--- src/rtl/ballot_pkg.sv ---
package ballot_pkg;

    // Outcome of looking at one clock's selection
    typedef enum logic [1:0] {
        EV_NONE   = 2'd0,
        EV_CAST   = 2'd1,
        EV_REJECT = 2'd2
    } ev_kind_e;

endpackage

--- src/rtl/ballot_classify.sv ---
module ballot_classify
    import ballot_pkg::*;
#(
    parameter int N_OPT = 5,
    localparam int IDX_W = $clog2(N_OPT),
    localparam int ONES_W = $clog2(N_OPT + 1)
) (
    input  logic             vote_en,
    input  logic [N_OPT-1:0] sel,
    input  logic [N_OPT-1:0] prev,
    output ev_kind_e         kind,
    output logic [IDX_W-1:0] opt_idx
);

    logic [ONES_W-1:0] ones;

    always_comb begin
        ones    = '0;
        opt_idx = '0;
        for (int i = 0; i < N_OPT; i++) begin
            if (sel[i]) begin
                ones    = ones + 1'b1;
                opt_idx = IDX_W'(i);
            end
        end
    end

    always_comb begin
        kind = EV_NONE;
        if (vote_en && (sel != '0) && (sel != prev)) begin
            if ((prev == '0) && (ones == ONES_W'(1))) begin
                kind = EV_CAST;
            end else begin
                kind = EV_REJECT;
            end
        end
    end

endmodule

--- src/rtl/ballot_led_hold.sv ---
module ballot_led_hold #(
    parameter int N_OPT    = 5,
    parameter int LED_HOLD = 4,
    localparam int IDX_W = $clog2(N_OPT),
    localparam int TMR_W = $clog2(LED_HOLD + 1)
) (
    input  logic             clk,
    input  logic             rst_n,
    input  logic             load,
    input  logic [IDX_W-1:0] opt_idx,
    output logic [N_OPT-1:0] led_o
);

    typedef struct packed {
        logic [TMR_W-1:0] tmr;
        logic [IDX_W-1:0] opt;
    } hold_t;

    hold_t st_d, st_q;

    always_comb begin
        st_d = st_q;
        if (load) begin
            st_d.tmr = TMR_W'(LED_HOLD);
            st_d.opt = opt_idx;
        end else if (st_q.tmr != '0) begin
            st_d.tmr = st_q.tmr - 1'b1;
        end
    end

    always_ff @(posedge clk) begin
        if (!rst_n) begin
            st_q <= '0;
        end else begin
            st_q <= st_d;
        end
    end

    always_comb begin
        led_o = '0;
        if (st_q.tmr != '0) begin
            led_o[st_q.opt] = 1'b1;
        end
    end

    // never more than one acknowledge light
    p_led_onehot_r8: assert property (@(posedge clk) disable iff (!rst_n)
        $onehot0(led_o));

    // a counted ballot lights its own LED on the next cycle
    p_led_follows_cast_r8: assert property (@(posedge clk) disable iff (!rst_n)
        load |=> led_o[$past(opt_idx)]);

endmodule

--- src/rtl/ballot_rank.sv ---
module ballot_rank #(
    parameter int N_CAND  = 4,
    parameter int COUNT_W = 8,
    localparam int IDX_W = $clog2(N_CAND)
) (
    input  logic [N_CAND-1:0][COUNT_W-1:0] cand_cnt,
    input  logic                           closed,
    output logic                           valid,
    output logic [IDX_W-1:0]               leader,
    output logic                           tie
);

    logic [COUNT_W-1:0]     best;
    logic [IDX_W-1:0]       best_idx;
    logic [$clog2(N_CAND+1)-1:0] n_best;

    always_comb begin
        best     = cand_cnt[0];
        best_idx = '0;
        for (int i = 1; i < N_CAND; i++) begin
            if (cand_cnt[i] > best) begin
                best     = cand_cnt[i];
                best_idx = IDX_W'(i);
            end
        end
        n_best = '0;
        for (int i = 0; i < N_CAND; i++) begin
            if (cand_cnt[i] == best) begin
                n_best = n_best + 1'b1;
            end
        end
    end

    always_comb begin
        valid  = closed;
        leader = closed ? best_idx : '0;
        tie    = closed && (n_best > 1);
    end

endmodule

--- src/rtl/ballot_tally.sv ---
module ballot_tally
    import ballot_pkg::*;
#(
    parameter int N_CAND   = 4,
    parameter int COUNT_W  = 8,
    parameter int LED_HOLD = 4
) (
    input  logic                                       clk,
    input  logic                                       rst_n,
    input  logic                                       vote_en,
    input  logic [N_CAND:0]                            sel_i,
    output logic [N_CAND:0]                            led_o,
    output logic                                       invalid_o,
    output logic [(N_CAND+1)*COUNT_W-1:0]              tally_o,
    output logic [COUNT_W+$clog2(N_CAND+1)-1:0]        total_o,
    output logic                                       result_valid_o,
    output logic [$clog2(N_CAND)-1:0]                  winner_o,
    output logic                                       tie_o
);

    localparam int N_OPT = N_CAND + 1;
    localparam int IDX_W = $clog2(N_OPT);
    localparam int TOT_W = COUNT_W + $clog2(N_OPT);

    typedef struct packed {
        logic [N_OPT-1:0]              prev;
        logic [N_OPT-1:0][COUNT_W-1:0] cnt;
        logic                          invalid;
    } tally_st_t;

    tally_st_t st_d, st_q;

    ev_kind_e         kind;
    logic [IDX_W-1:0] opt_idx;

    ballot_classify #(.N_OPT(N_OPT)) classify_i (
        .vote_en (vote_en),
        .sel     (sel_i),
        .prev    (st_q.prev),
        .kind    (kind),
        .opt_idx (opt_idx)
    );

    always_comb begin
        st_d         = st_q;
        st_d.prev    = sel_i;
        st_d.invalid = (kind == EV_REJECT);
        if ((kind == EV_CAST) && (st_q.cnt[opt_idx] != '1)) begin
            st_d.cnt[opt_idx] = st_q.cnt[opt_idx] + 1'b1;
        end
    end

    always_ff @(posedge clk) begin
        if (!rst_n) begin
            st_q <= '0;
        end else begin
            st_q <= st_d;
        end
    end

    ballot_led_hold #(.N_OPT(N_OPT), .LED_HOLD(LED_HOLD)) led_i (
        .clk     (clk),
        .rst_n   (rst_n),
        .load    (kind == EV_CAST),
        .opt_idx (opt_idx),
        .led_o   (led_o)
    );

    logic [N_CAND-1:0][COUNT_W-1:0] cand_cnt;

    for (genvar g = 0; g < N_OPT; g++) begin : g_opt
        assign tally_o[g*COUNT_W +: COUNT_W] = st_q.cnt[g];

        // a full counter stays full
        p_sat_hold_r7: assert property (@(posedge clk) disable iff (!rst_n)
            (tally_o[g*COUNT_W +: COUNT_W] == '1) |=> (tally_o[g*COUNT_W +: COUNT_W] == '1));
    end

    for (genvar g = 0; g < N_CAND; g++) begin : g_cand
        assign cand_cnt[g] = st_q.cnt[g];

        // no candidate outruns the reported leader
        p_leader_max_r10: assert property (@(posedge clk) disable iff (!rst_n)
            result_valid_o |-> (tally_o[winner_o*COUNT_W +: COUNT_W] >= tally_o[g*COUNT_W +: COUNT_W]));
    end

    logic [TOT_W-1:0] sum_v;

    always_comb begin
        sum_v = '0;
        for (int i = 0; i < N_OPT; i++) begin
            sum_v = sum_v + TOT_W'(st_q.cnt[i]);
        end
    end

    assign total_o   = sum_v;
    assign invalid_o = st_q.invalid;

    ballot_rank #(.N_CAND(N_CAND), .COUNT_W(COUNT_W)) rank_i (
        .cand_cnt (cand_cnt),
        .closed   (!vote_en),
        .valid    (result_valid_o),
        .leader   (winner_o),
        .tie      (tie_o)
    );

    // closed poll freezes counters and raises no reject
    p_closed_frozen_r2: assert property (@(posedge clk) disable iff (!rst_n)
        !vote_en |=> ($stable(tally_o) && !invalid_o));

    // a rejected press leaves every counter untouched
    p_reject_frozen_r5: assert property (@(posedge clk) disable iff (!rst_n)
        invalid_o |-> $stable(tally_o));

    // at most one vote is added per clock
    p_single_step_r3: assert property (@(posedge clk) disable iff (!rst_n)
        1'b1 |=> ((total_o == $past(total_o)) || (total_o == $past(total_o) + 1'b1)));

    // a reject pulse lasts one clock unless a new bad press follows
    p_reject_needs_change_r5: assert property (@(posedge clk) disable iff (!rst_n)
        (invalid_o && $stable(sel_i)) |=> !invalid_o);

endmodule

--- config.mk ---
export PLATFORM = sky130hd
export DESIGN_NAME = ballot_tally
export DESIGN_NICKNAME = d
export VERILOG_FILES = /design/src/rtl/ballot_pkg.sv /design/src/rtl/ballot_classify.sv /design/src/rtl/ballot_led_hold.sv /design/src/rtl/ballot_rank.sv /design/src/rtl/ballot_tally.sv
export SDC_FILE = /design/constraint.sdc
export NUM_CORES = 1
export LEC_CHECK = 0
export ABC_AREA = 0
export BUFFER_PORTS_ARGS = -buffer_cell sky130_fd_sc_hd__buf_2
export CORE_MARGIN = 3
export CORE_UTILIZATION = 40
export CTS_CLUSTER_DIAMETER = 30
export CTS_CLUSTER_SIZE = 8
export DETAILED_ROUTE_END_ITERATION = 10
export PLACE_DENSITY = 0.63
export SETUP_SLACK_MARGIN = 0.02
export SLEW_MARGIN = 20
export SYNTH_ARGS = -nofsm -noshare
export SYNTH_HDL_FRONTEND = slang
export SYNTH_HIERARCHICAL = 1
export SYNTH_SLANG_ARGS = --single-unit
--- constraint.sdc ---
create_clock -name clk -period 7.45 [get_ports clk]
set_input_delay 0.3725 -clock clk [delete_from_list [all_inputs] [get_ports clk]]
set_output_delay 0.3725 -clock clk [all_outputs]
set_load 0.02 [all_outputs]
==> run_results.csv <==
group,metric,value,unit
status,status,"finished clean",
timing,fin_skew,6.54,ps
synthesis,synth_nets,808,
synthesis,synthTopCellsByArea,"dfxtp_1 17%, ha_1 9.6%, fa_1 7.5%, mux2i_1 7.2%, inv_1 6.4%",
timing,maxSlewHeadroom,31.9,%
min_path,worstHoldPathType,"in -> reg",
cts,root_buffer,"clkbuf_16",
power_and_ir_drop,fin_total_pwr,0.000694,W
timing,tightestPinTransition,1010,ps
min_path,hold_start,"sel_i[0]",
floorplan,io_pins,69,
cts,clock_latency,290,ps
floorplan,std_cell_rows,44,
cts,htreeDepth,2,
timing,report.final.slew_viol_count,0,
global_routing,grt_max_degree,39,
synthesis,netlist_instances,730,
global_routing,grt_pass1_wl,27.6,mm
global_routing,grt_pass1_vias,5037,
synthesis,yosys.area.top_type_share,17.0,%
timing,setup_viol,0,
synthesis,syn_avg_cell_area,8.39,sq um
placed_design,dpl_cell_area,6460,sq um
cts,clkTransAtPathRegs,70,ps
timing,finalCritPeriodShare,96.6,%
synthesis,ys_seq_elements,52,
timing,finalCriticalPeriod,7200,ps
timing,final-hold-violation-count,0,
setup_path,crit_buf_inv,4,
finish,drive_above_1_share,23.1,%
timing,timing.fmax,0.139,GHz
setup_path,crit_top_cell,"ha_1",
finish,layout_common_cells,"103 x inv_1, 68 x buf_2, 52 x dfxtp_1",
setup_path,critical_path_class,"reg -> out",
cts,clock-sinks,52,
synthesis,synth_seq_area_share,17.0,%
floorplan,core-area,14800,sq um
drt,dr.pass1.iters,6,
setup_path,critical_path.reg2reg.endpoint,"tally_o[31]",
job,maxCapViolCount,0,
finish,synthToLayoutAreaGrowth,13.1,%
setup_path,path_delay_family,"compound AO/OA/AOI/OAI gates",
floorplan,start_util,41.5,%
drt,wl_per_cell,18.7,um
setup_path,cp.arrival,6820,ps
synthesis,ys_async_sr_fraction,0,%
power_and_ir_drop,irDropWorstVdd,0.133,mV
floorplan,die_w,130,um
power_and_ir_drop,power.static_leakage,3.07,nW
synthesis,synth_ff_type,"dfxtp_1",
global_routing,grt_usage,20.9,%
floorplan,die_h,130,um
setup_path,max_stage_delay,360,ps
synthesis,synth-edff-count,0,
drt,vias,5437,
synthesis,syn_area,6120,sq um
setup_path,slowest_stage,"a31oi_2",
cts,holdBufCountCts,0,
drt,route.detailed.drc,0,
setup_path,rr_worst_depth,10,
finish,num-nets-final,862,
power_and_ir_drop,power_density,100,nW/um^2
finish,final_area,6930,sq um
setup_path,worstPathMaxFanout,7,
setup_path,required,7080,ps
synthesis,yosysWarnings,6,
cts,cts_tree,"yes",
drt,drtIter0Drc,557,
floorplan,fp.dieArea,16800,sq um
finish,diodes,0,
placed_design,gp_congestion,0.926,
finish,mostFrequentLayoutCell,"inv_1",
setup_path,cp-end-kind,"output pin",
global_routing,grt_overflow,0,
global_routing,grt_antenna_before_repair,1,
drt,drt_wl_total,18.2,mm
placed_design,port_buffers,68,
min_path,hold_depth,2,
setup_path,cp-start-kind,"flip-flop",
placed_design,dp_hpwl,13.2,mm
drt,ant_nets,0,
synthesis,synth_top_area_cell,"dfxtp_1",
min_path,whs_endpoint,"st_q[41]",
placed_design,dp_slack,154,ps
cts,clk_path_buf_depth,2,
cts,cts_made_buffers,5,
synthesis,yosysUniqueCellTypes,90,
setup_path,crit_path_start,"tally_o[1]",
timing,setup_slack,254,ps
setup_path,r2r_setup_slack,4070,ps
drt,avgViaCountPerCell,5.61,
setup_path,r2r_start,"tally_o[24]",
-- sequential cells by signal (all words and copies together) (netlist names) --
name / cells
st_q: 5
tally_o: 40
invalid_o: 1
led_i/st_q: 6
-- worst register-to-register path, stage by stage, from the launching register on --
cell	delay [ps]
dfxtp_1	470
mux2i_1	220
nor2_1	60
a311oi_1	830
inv_1	160
ha_1	280
nand4_1	180
nor4b_4	130
a21oi_2	590
nor2_1	120
a41o_1	230
-- per-layer routing --
metal,up-vias,global-route usage [%],share of wire (%)
li1,2589,-,-
met1,2565,27.1,42
met2,243,35.7,49
met3,38,3.64,7.0
met4,2,6.05,2.0
met5,-,0,0.066
-- cell families after synthesis --
kind of cell	after synthesis	share of synthesized area (%)
adders and majority gates	70	17.1
buffers and inverters	170	14.1
AOI/OAI and AO/OA	144	17.6
xor gates and xnor gates	56	8.48
muxes	52	8.95
DFF	52	17.0
and+or+nand+nor	186	16.8
-- Yosys cell counts (all sizes together) (3+ instances only) --
cell type / n
inv: 104
buf: 56
dfxtp: 52
ha: 47
mux2i: 46
nor2: 43
a21oi: 41
xnor2: 41
nand2: 38
fa: 23
o21ai: 22
nand3: 19
and2: 16
xor2: 13
nand4: 12
o211ai: 11
a31oi: 10
clkbuf: 10
nor2b: 8
nor3: 8
or3: 8
a21o: 6
mux2: 6
nand2b: 6
nand3b: 6
o21a: 6
a41o: 5
o22ai: 5
and4: 4
nor4b: 4
a21boi: 3
a32o: 3
o211a: 3
o21bai: 3
o22a: 3
-- stage by stage --
stage          instances  setup TNS [ps]  utilization, %  hold slack, ps
6_report             969               0            46.9             348
5_1_grt              969           -45.7            46.9             361
4_1_cts              955               0            44.8             346
3_5_place_dp         947               0            43.8             463
3_3_place_gp         947               0            43.8             457
2_1_floorplan        730               0               -             436
-- worst max path at each step --
stage                     slack [ps]  cells after the start  endpoint
final                            250                     33     tie_o
after global placement           190                     32     tie_o
after detailed placement         150                     33     tie_o
after floorplan                  460                     36     tie_o
after global routing             -50                     32     tie_o
after CTS                         70                     32     tie_o
-- power by group --
group | switching (W) | internal, W | total, W
Sequential | 0.00000373 | 0.000285 | 0.000289
Combinational | 0.0000926 | 0.0000716 | 0.000164
Clock | 0.000107 | 0.000134 | 0.000241
-- area by class of cell --
| cell class | instances | area [sq um] |
|---|---|---|
| clock inverter | 1 | 7.51 |
| inverter | 104 | 390 |
| timing repair buffer | 109 | 649 |
| sequential | 52 | 1040 |
| clock buffer | 7 | 143 |
| fill | 1479 | 7830 |
| multi-input combinational | 512 | 4460 |
| tap | 184 | 230 |
-- what timing repair did --
| item | in CTS | in global routing |
|---|---|---|
| pin swaps | 1 | 16 |
| buffers inserted | 0 | 10 |
| gates resized for setup | 2 | 37 |
| cloned | 0 | 4 |
| setup endpoints to repair | 1 | 1 |
No activity file was read; power rests on OpenSTA's default activity.
